$ cat config.mk
export PLATFORM = sky130hd
export DESIGN_NAME = cdc_unit
export DESIGN_NICKNAME = d
export VERILOG_FILES = /design/src/rtl/cdc_pkg.sv /design/src/rtl/cdc_ctrl.sv /design/src/rtl/cdc_path.sv /design/src/rtl/cdc_unit.sv
export SDC_FILE = /design/constraint.sdc
export NUM_CORES = 1
export LEC_CHECK = 0
export ABC_AREA = 1
export BUFFER_PORTS_ARGS = -buffer_cell sky130_fd_sc_hd__buf_4
export CAP_MARGIN = 5
export CORE_UTILIZATION = 45
export CTS_CLUSTER_DIAMETER = 100
export DETAILED_ROUTE_END_ITERATION = 7
export PLACE_DENSITY = 0.67
export SYNTH_ARGS = -nofsm -noshare
export SYNTH_HDL_FRONTEND = slang
export SYNTH_HIERARCHICAL = 1
export SYNTH_SLANG_ARGS = --single-unit
$ cat constraint.sdc
create_clock -name clk -period 3.1 [get_ports clk]
set_clock_uncertainty 0.2 [all_clocks]
set_input_delay 0.31 -clock clk [delete_from_list [all_inputs] [get_ports clk]]
set_output_delay 0.31 -clock clk [all_outputs]
set_load 0.02 [all_outputs]
$ cat src/rtl/cdc_pkg.sv
package cdc_pkg;
  // strobes from control to datapath
  typedef struct packed {
    logic load;     // take the external word
    logic tryInc;   // counted increment
    logic tryDec;   // counted decrement
    logic forceEn;  // set the enable flag (any lone increment)
  } cdcStrobe_t;
endpackage

$ cat src/rtl/cdc_ctrl.sv
module cdc_ctrl
  import cdc_pkg::*;
#(
  parameter int WORD_W  = 32,
  parameter int FIELD_W = 7,
  parameter int EN_BIT  = 7
) (
  input  logic              incReq,
  input  logic              decReq,
  input  logic              loadEn,
  input  logic [WORD_W-1:0] curWord,
  output cdcStrobe_t        strobe
);
  localparam logic [FIELD_W-1:0] SAT_CODE = '1;

  logic loneInc, loneDec, countable;

  always_comb begin
    // both requests together form an illegal pair: drop both
    loneInc   = incReq && !decReq && !loadEn;
    loneDec   = decReq && !incReq && !loadEn;
    countable = curWord[EN_BIT] && (curWord[FIELD_W-1:0] != SAT_CODE);
    strobe.load    = loadEn;
    strobe.tryInc  = loneInc && countable;
    strobe.tryDec  = loneDec && countable;
    strobe.forceEn = loneInc;
  end

  always_comb begin
    assert_strobe_excl_R9: assert ($countones({strobe.load, strobe.tryInc, strobe.tryDec}) <= 1);
  end
endmodule

$ cat src/rtl/cdc_path.sv
module cdc_path
  import cdc_pkg::*;
#(
  parameter int WORD_W  = 32,
  parameter int FIELD_W = 7,
  parameter int EN_BIT  = 7
) (
  input  logic              clk,
  input  logic              rstN,
  input  cdcStrobe_t        strobe,
  input  logic [WORD_W-1:0] loadWord,
  output logic [WORD_W-1:0] wordQ,
  output logic              ovfQ,
  output logic              unfQ
);
  localparam logic [FIELD_W-1:0] SAT_CODE = '1;

  // mask covers the bits below the leading-ones prefix, including the first zero
  function automatic logic [FIELD_W-1:0] countMask(input logic [FIELD_W-1:0] f);
    logic inPrefix;
    logic [FIELD_W-1:0] m;
    inPrefix = 1'b1;
    m = '0;
    for (int i = FIELD_W - 1; i >= 0; i--) begin
      if (!(inPrefix && f[i])) begin
        inPrefix = 1'b0;
        m[i] = 1'b1;
      end
    end
    return m;
  endfunction

  logic [WORD_W-1:0] incWord, decWord, nextWord;
  logic incWrap, decEmpty, nextOvf, nextUnf;

  always_comb begin
    incWord  = wordQ + 1'b1;
    decWord  = wordQ - 1'b1;
    incWrap  = (incWord[FIELD_W-1:0] & countMask(incWord[FIELD_W-1:0])) == '0;
    decEmpty = (wordQ[FIELD_W-1:0] & countMask(wordQ[FIELD_W-1:0])) == '0;
    nextWord = wordQ;
    nextOvf  = 1'b0;
    nextUnf  = 1'b0;
    if (strobe.load) begin
      nextWord = loadWord;
    end else if (strobe.tryInc) begin
      nextOvf = incWrap;
      if (!incWrap) nextWord = incWord;
    end else if (strobe.tryDec) begin
      nextUnf = decEmpty;
      if (!decEmpty) nextWord = decWord;
    end
    if (strobe.forceEn) nextWord[EN_BIT] = 1'b1;
  end

  always_ff @(posedge clk) begin
    if (!rstN) begin
      wordQ <= '0;
      ovfQ  <= 1'b0;
      unfQ  <= 1'b0;
    end else begin
      wordQ <= nextWord;
      ovfQ  <= nextOvf;
      unfQ  <= nextUnf;
    end
  end

  assert_flags_excl_R11: assert property (@(posedge clk) disable iff (!rstN)
    !(ovfQ && unfQ));
  assert_no_overflow_R4: assert property (@(posedge clk) disable iff (!rstN)
    (!strobe.load && !strobe.forceEn) |=> !ovfQ);
  assert_ovf_holds_R4: assert property (@(posedge clk) disable iff (!rstN)
    strobe.tryInc |=> (ovfQ -> (wordQ == $past(wordQ))));
  assert_unf_holds_R6: assert property (@(posedge clk) disable iff (!rstN)
    strobe.tryDec |=> (unfQ -> (wordQ == $past(wordQ))));
  assert_load_R2: assert property (@(posedge clk) disable iff (!rstN)
    strobe.load |=> (wordQ == $past(loadWord)) && !ovfQ && !unfQ);
  assert_sat_R7: assert property (@(posedge clk) disable iff (!rstN)
    (!strobe.load && wordQ[EN_BIT] && wordQ[FIELD_W-1:0] == SAT_CODE) |=> $stable(wordQ) && !ovfQ && !unfQ);
  assert_upper_R3: assert property (@(posedge clk) disable iff (!rstN)
    !strobe.load |=> $stable(wordQ[WORD_W-1:EN_BIT+1]));
endmodule

$ cat src/rtl/cdc_unit.sv
module cdc_unit
  import cdc_pkg::*;
#(
  parameter int WORD_W  = 32,
  parameter int FIELD_W = 7,
  parameter int EN_BIT  = 7
) (
  input  logic              clk,
  input  logic              rstN,
  input  logic              incReq,
  input  logic              decReq,
  input  logic              loadEn,
  input  logic [WORD_W-1:0] loadWord,
  output logic [WORD_W-1:0] statusWord,
  output logic              overflow,
  output logic              underflow
);
  cdcStrobe_t strobe;

  cdc_ctrl #(.WORD_W(WORD_W), .FIELD_W(FIELD_W), .EN_BIT(EN_BIT)) uCtrl (
    .incReq(incReq), .decReq(decReq), .loadEn(loadEn),
    .curWord(statusWord), .strobe(strobe)
  );

  cdc_path #(.WORD_W(WORD_W), .FIELD_W(FIELD_W), .EN_BIT(EN_BIT)) uPath (
    .clk(clk), .rstN(rstN), .strobe(strobe), .loadWord(loadWord),
    .wordQ(statusWord), .ovfQ(overflow), .unfQ(underflow)
  );

  assert_both_ignored_R9: assert property (@(posedge clk) disable iff (!rstN)
    (incReq && decReq && !loadEn) |=> $stable(statusWord) && !overflow && !underflow);
  assert_dec_disabled_R8: assert property (@(posedge clk) disable iff (!rstN)
    (decReq && !incReq && !loadEn && !statusWord[EN_BIT]) |=> $stable(statusWord) && !underflow);
endmodule

== After elaboration in Yosys (flattened, before gate mapping) ==
Cells that the tools add are included.

* Flip-flop bits (word level): 34
* Bits of input ports: 37
* Output and inout bits: 34
* Word-level logic and storage cells: 78

* Add/sub/neg operators: 2
* Eq/ne operators: 5
* Muxes and demuxes: 32
* Bitwise gates (word level): 5
* Reductions and logical operators: 30

{| class="wikitable"
|+ Operators with widths
! kind !! number
|-
| 32-bit two-way mux || 5
|-
| 32-bit by 1-bit adder with 32-bit output (second input constant) || 1
|-
| 32-bit by 1-bit subtractor with 32-bit output (second input constant) || 1
|-
| 1-bit two-way mux || 27
|-
| 1-bit logical AND || 19
|-
| 7-bit AND || 2
|-
| 7-bit logical NOT || 2
|-
| 4-bit != test (second input constant) || 2
|-
| 7-bit != test (second input constant) || 1
|-
| 3-bit != test (second input constant) || 2
|-
| 3-bit AND reduction || 2
|-
| 4-bit nonzero test || 1
|-
| 4-bit OR reduction || 1
|-
| 1-bit logical NOT || 3
|-
| 1-bit inverter || 3
|-
| 3-bit nonzero test || 1
|-
| 3-bit OR reduction || 1
|}

== Longest topological paths before layout ==
* Depth in word-level cells: 20
* Gate-level depth with buffers: 16
* Mapped depth without buffers: 16

== By module ==
Netlist, hierarchy kept.

{| class="wikitable"
|+ By module, submodules not included
! module !! instances !! cells an instance !! area each (µm²) !! sequential area each (µm²)
|-
| cdc_path || 1 || 750 || 3890.0 || 680.7
|-
| cdc_ctrl || 1 || 18 || 78.8 || 0.0
|}

== Worst setup path after synthesis ==
OpenSTA, ideal clock, no wires.

* Path type: register -> register
* Start: reg uPath.wordQ[1]
* End: reg uPath.wordQ[10]
* Library setup time: 0.117 ns
* Arrival time: 2.130 ns
* Data required time: 2.783 ns
* Slack: 0.652 ns
* Stages on the path, launching flop included: 16
* Buffers on the path: 2
* Period minus slack after synthesis: 2.448 ns
* Cells stage by stage: dfxtp_1 > nand2_1 > nor2_1 > nand2_1 > nand2_1 > nor2_1 > buf_2 > nor2_1 > nand2_1 > nor2_1 > o21ai_1 > nand2_4 > nor2_8 > buf_4 > o21ai_0 > nor2_1

{| class="wikitable"
|+ RTL lines
! what !! RTL line !! source
|-
| from (decl) || cdc_path.sv:12 || <nowiki>output logic [WORD_W-1:0] wordQ,</nowiki>
|-
| from (signal assigned) || cdc_path.sv:62 || <nowiki>wordQ <= nextWord;</nowiki>
|}

== Final worst setup path ==
* Start: reg uPath.wordQ[1]
* End: reg uPath.wordQ[18]

* Cells in the longest elaborated chain, start to end: 18
* Elaborated cells between the ends (all ways): 43
* Those cells by class: add/sub (2); eq/ne (3); mux (21); bitwise (2); reduce/logical (15)

{| class="wikitable"
|+ Ends and longest elaborated chain
! what !! RTL line !! source
|-
| 32-bit by 1-bit adder with 32-bit output || cdc_path.sv:37 || <nowiki>incWord = wordQ + 1'b1;</nowiki>
|-
| 1-bit two-way mux || cdc_path.sv:25 || <nowiki>if (!(inPrefix && f[i])) begin</nowiki>
|-
| 1-bit logical AND || cdc_path.sv:25 ||
|-
| 1-bit two-way mux || cdc_path.sv:25 ||
|-
| 1-bit logical AND || cdc_path.sv:25 ||
|-
| 1-bit two-way mux || cdc_path.sv:25 ||
|-
| 1-bit logical AND || cdc_path.sv:25 ||
|-
| 1-bit two-way mux || cdc_path.sv:25 ||
|-
| (+2 left out) || n/a ||
|-
| 1-bit logical AND || cdc_path.sv:25 ||
|-
| 1-bit two-way mux || cdc_path.sv:25 ||
|-
| 1-bit logical AND || cdc_path.sv:25 ||
|-
| 1-bit two-way mux || cdc_path.sv:25 ||
|-
| 7-bit AND || cdc_path.sv:39 || <nowiki>incWrap = (incWord[FIELD_W-1:0] & countMask(incWord[FIELD_W-1:0])) == '0;</nowiki>
|-
| 7-bit logical NOT || cdc_path.sv:39 ||
|-
| 3-bit != test (no line) || n/a ||
|-
| 3-bit AND reduction (no line) || n/a ||
|}

Several ways; a longest one is shown, not always the timed one. The select of a mux whose other input is x is not followed.
A chain may end at the register's enable or synchronous reset.

==> results.tsv <==
metric	value	unit
final setup TNS	0	ps
final setup violation count	0	
CP Launch Type	flip-flop	
antenna-violating nets left	0	
non-filler cells, final	922	
final worst setup slack	337	ps
Peak Freq	0.362	GHz
Crit. End Element	flip-flop	
post-synthesis sequential area ratio	0.172	
Worst Hold End	uPath/wordQ[4]$_SDFFE_PN0P_	
Min-Delay Startpoint	loadWord[4]	
post-place setup slack	296	ps
All-Layer GR Usage	0.331	
Util after Layout	0.548	
P&R area growth vs syn	15.7	%
synthesized cell area	3970	um^2
average cell area after synthesis	5.17	um^2
gr ovfl total	0	
layout net count	855	
Rows	33	
CP Data Required Time	3130	ps
clk slew on worst S/H paths	80	ps
Final Slew Violations	0	
kind of critical path	reg -> reg	
fraction of layout cells with a size suffix above 1	0.168	
number of distinct library cells after synthesis	34	
top_reg_cell synth	dfxtp_1	
pwr/cell area	410	nW/um^2
die width	95.9	um
asr flop ratio synth	0	
Starting Density	0.474	
max_cap viols	0	
die height	95.9	um
cts hold-fix bufs	0	
Peak VDD IR	213	uV
Reg-to-Reg End	uPath/wordQ[18]$_SDFFE_PN0P_	
pin count of the biggest net entering global routing	28	
RSZ-0062 raised after global routing	no	
wire per inst	15.8	um
R2R Path Start	uPath/wordQ[1]$_SDFFE_PN0P_	
outcome	finished clean	
initial drt markers	392	
Yosys top cell area share	0.258	
Clock H-tree levels	2	
placed insts	914	
crit path max fanout	26	
design area	4590	um^2
period utilization	0.891	
final wirelength	14600	um
vias in the first global route	4552	
Core Box Area	8380	um^2
yosys warns	6	
Hold Path Depth	3	
clk buf depth	2	
Post-synth EDFFs	0	
post-synthesis cell count	768	
final hold viol count	0	
total nets after synthesis	807	
CTS tree	yes	
worst r2r path cells	13	
Synth area leaders	nand2_1, dfxtp_1, nor2_1, nand3_1, inv_1	
min cycle time layout	2760	ps
Yosys reg bits	34	
Synth area leader	nand2_1	
first-pass GRT wire length	23300	um
WP data arrival	2790	ps
Fill cells	936	
Placement Cell Area	4500	um^2
root buf cell	clkbuf_8	
Final GP Congestion	1.05	
initial antenna violation count	0	
port bufs	70	
DRC viols	0	
vias per inst	5.58	
DIE AREA	9200	um^2
TritonRoute pass-1 iters	6	
FF-to-FF setup slack	340	ps
# diodes	0	
vias	5149	
worst rel slew slack	0.654	
Post-DP HPWL	10900	um
Hold Crit Class	in -> reg	
Leak	2.02	nW
Ports	71	
worst slew pin tran	516	ps
Num CTS Buffers	5	
clock sinks	34	
Clk Latency, worst-skew pair	300	ps
-- cell type report --
type,count,area (um^2),area share
Multi-Input combinational cell,636,2860,0.622
Sequential cell,34,682,0.148
Timing Repair Buffer,81,608,0.132
Inverter,58,223,0.0485
Tap cell,105,131,0.0286
Clock buffer,7,86.3,0.0188
Clock inverter,1,5.00,0.00109
-- flip-flops by register name (all words and copies together) (netlist names) --
signal,cells
uPath/wordQ,32
uPath/unfQ,1
uPath/ovfQ,1
-- cells by family after synthesis --
family,synth area share
flops,0.171
compound gates,0.109
simple gates,0.596
fa+ha+maj,0.00630
xor+xnor,0.00883
buf+inv,0.109
-- cell usage in the layout (no fill, tap or decap), types with 12 or more instances in the layout --
cell type / instances
a21oi_1: 22
a21oi_2: 12
buf_4: 81
dfxtp_1: 33
inv_1: 52
nand2_1: 273
nand2_2: 18
nand3_1: 67
nand4_1: 14
nor2_1: 151
nor3_1: 20
o21ai_0: 27
-- report_power, final --
part           switching (mW)  internal, mW  leakage, nW  total, mW
Clock                   0.191         0.180       0.0482      0.370
Combinational           0.595         0.316         1.70      0.911
Sequential              0.118         0.483        0.280      0.602
-- per-stage QoR --
step	power, mW	hold WS (ps)
final	1.88	122
after global routing	2.02	139
after CTS	1.87	117
after detailed placement	1.50	318
after global placement	1.49	312
after floorplan	1.22	248
-- per-layer routing --
metal	global-route usage	wire length, um	vias to the layer above
met5	0	0	-
li1	-	-	2526
met3	0.0371	1060	22
met4	0.0721	201	0
met1	0.461	6670	2380
met2	0.546	6610	221
-- synthesized netlist by cell type (all sizes together) (5+ instances only) --
cell	count
inv	57
nand4	14
dfxtp	34
o21ai	29
nor2	159
nand3	67
clkbuf	20
a21oi	34
a221oi	5
nand2	292
nor3	20
buf	20
-- critical path, cell delays in order, from the launching register on --
cell and delay [ps]:
dfxtp_1 560, ha_1 320, nand2_2 100, nor2_4 140
nand2_1 90, nand2_1 70, nand2_1 80, nand2_1 80
nand2_2 90, nor2_8 310, nor2_8 140, inv_6 260
nand2_1 90, a21oi_1 150
-- repair_timing --
item                                    4_1_cts  5_1_grt
resized for setup                             0        1
endpoints found under the setup margin        0        1
setup buffers                                 0        0
-- worst max-delay path by stage --
stage | from | to | slack [ps] | cells after the start
2_1_floorplan | uPath/wordQ[1]$_SDFFE_PN0P_ | uPath/wordQ[10]$_SDFFE_PN0P_ | 650 | 15
3_3_place_gp | uPath/wordQ[0]$_SDFFE_PN0P_ | uPath/wordQ[7]$_SDFFE_PN0P_ | 400 | 14
3_5_place_dp | uPath/wordQ[0]$_SDFFE_PN0P_ | uPath/wordQ[18]$_SDFFE_PN0P_ | 300 | 13
4_1_cts | uPath/wordQ[0]$_SDFFE_PN0P_ | uPath/wordQ[18]$_SDFFE_PN0P_ | 280 | 13
5_1_grt | uPath/wordQ[1]$_SDFFE_PN0P_ | uPath/wordQ[16]$_SDFFE_PN0P_ | 100 | 13
6_report | uPath/wordQ[1]$_SDFFE_PN0P_ | uPath/wordQ[18]$_SDFFE_PN0P_ | 340 | 13
Note: power is estimated with default switching activity, not from simulation.
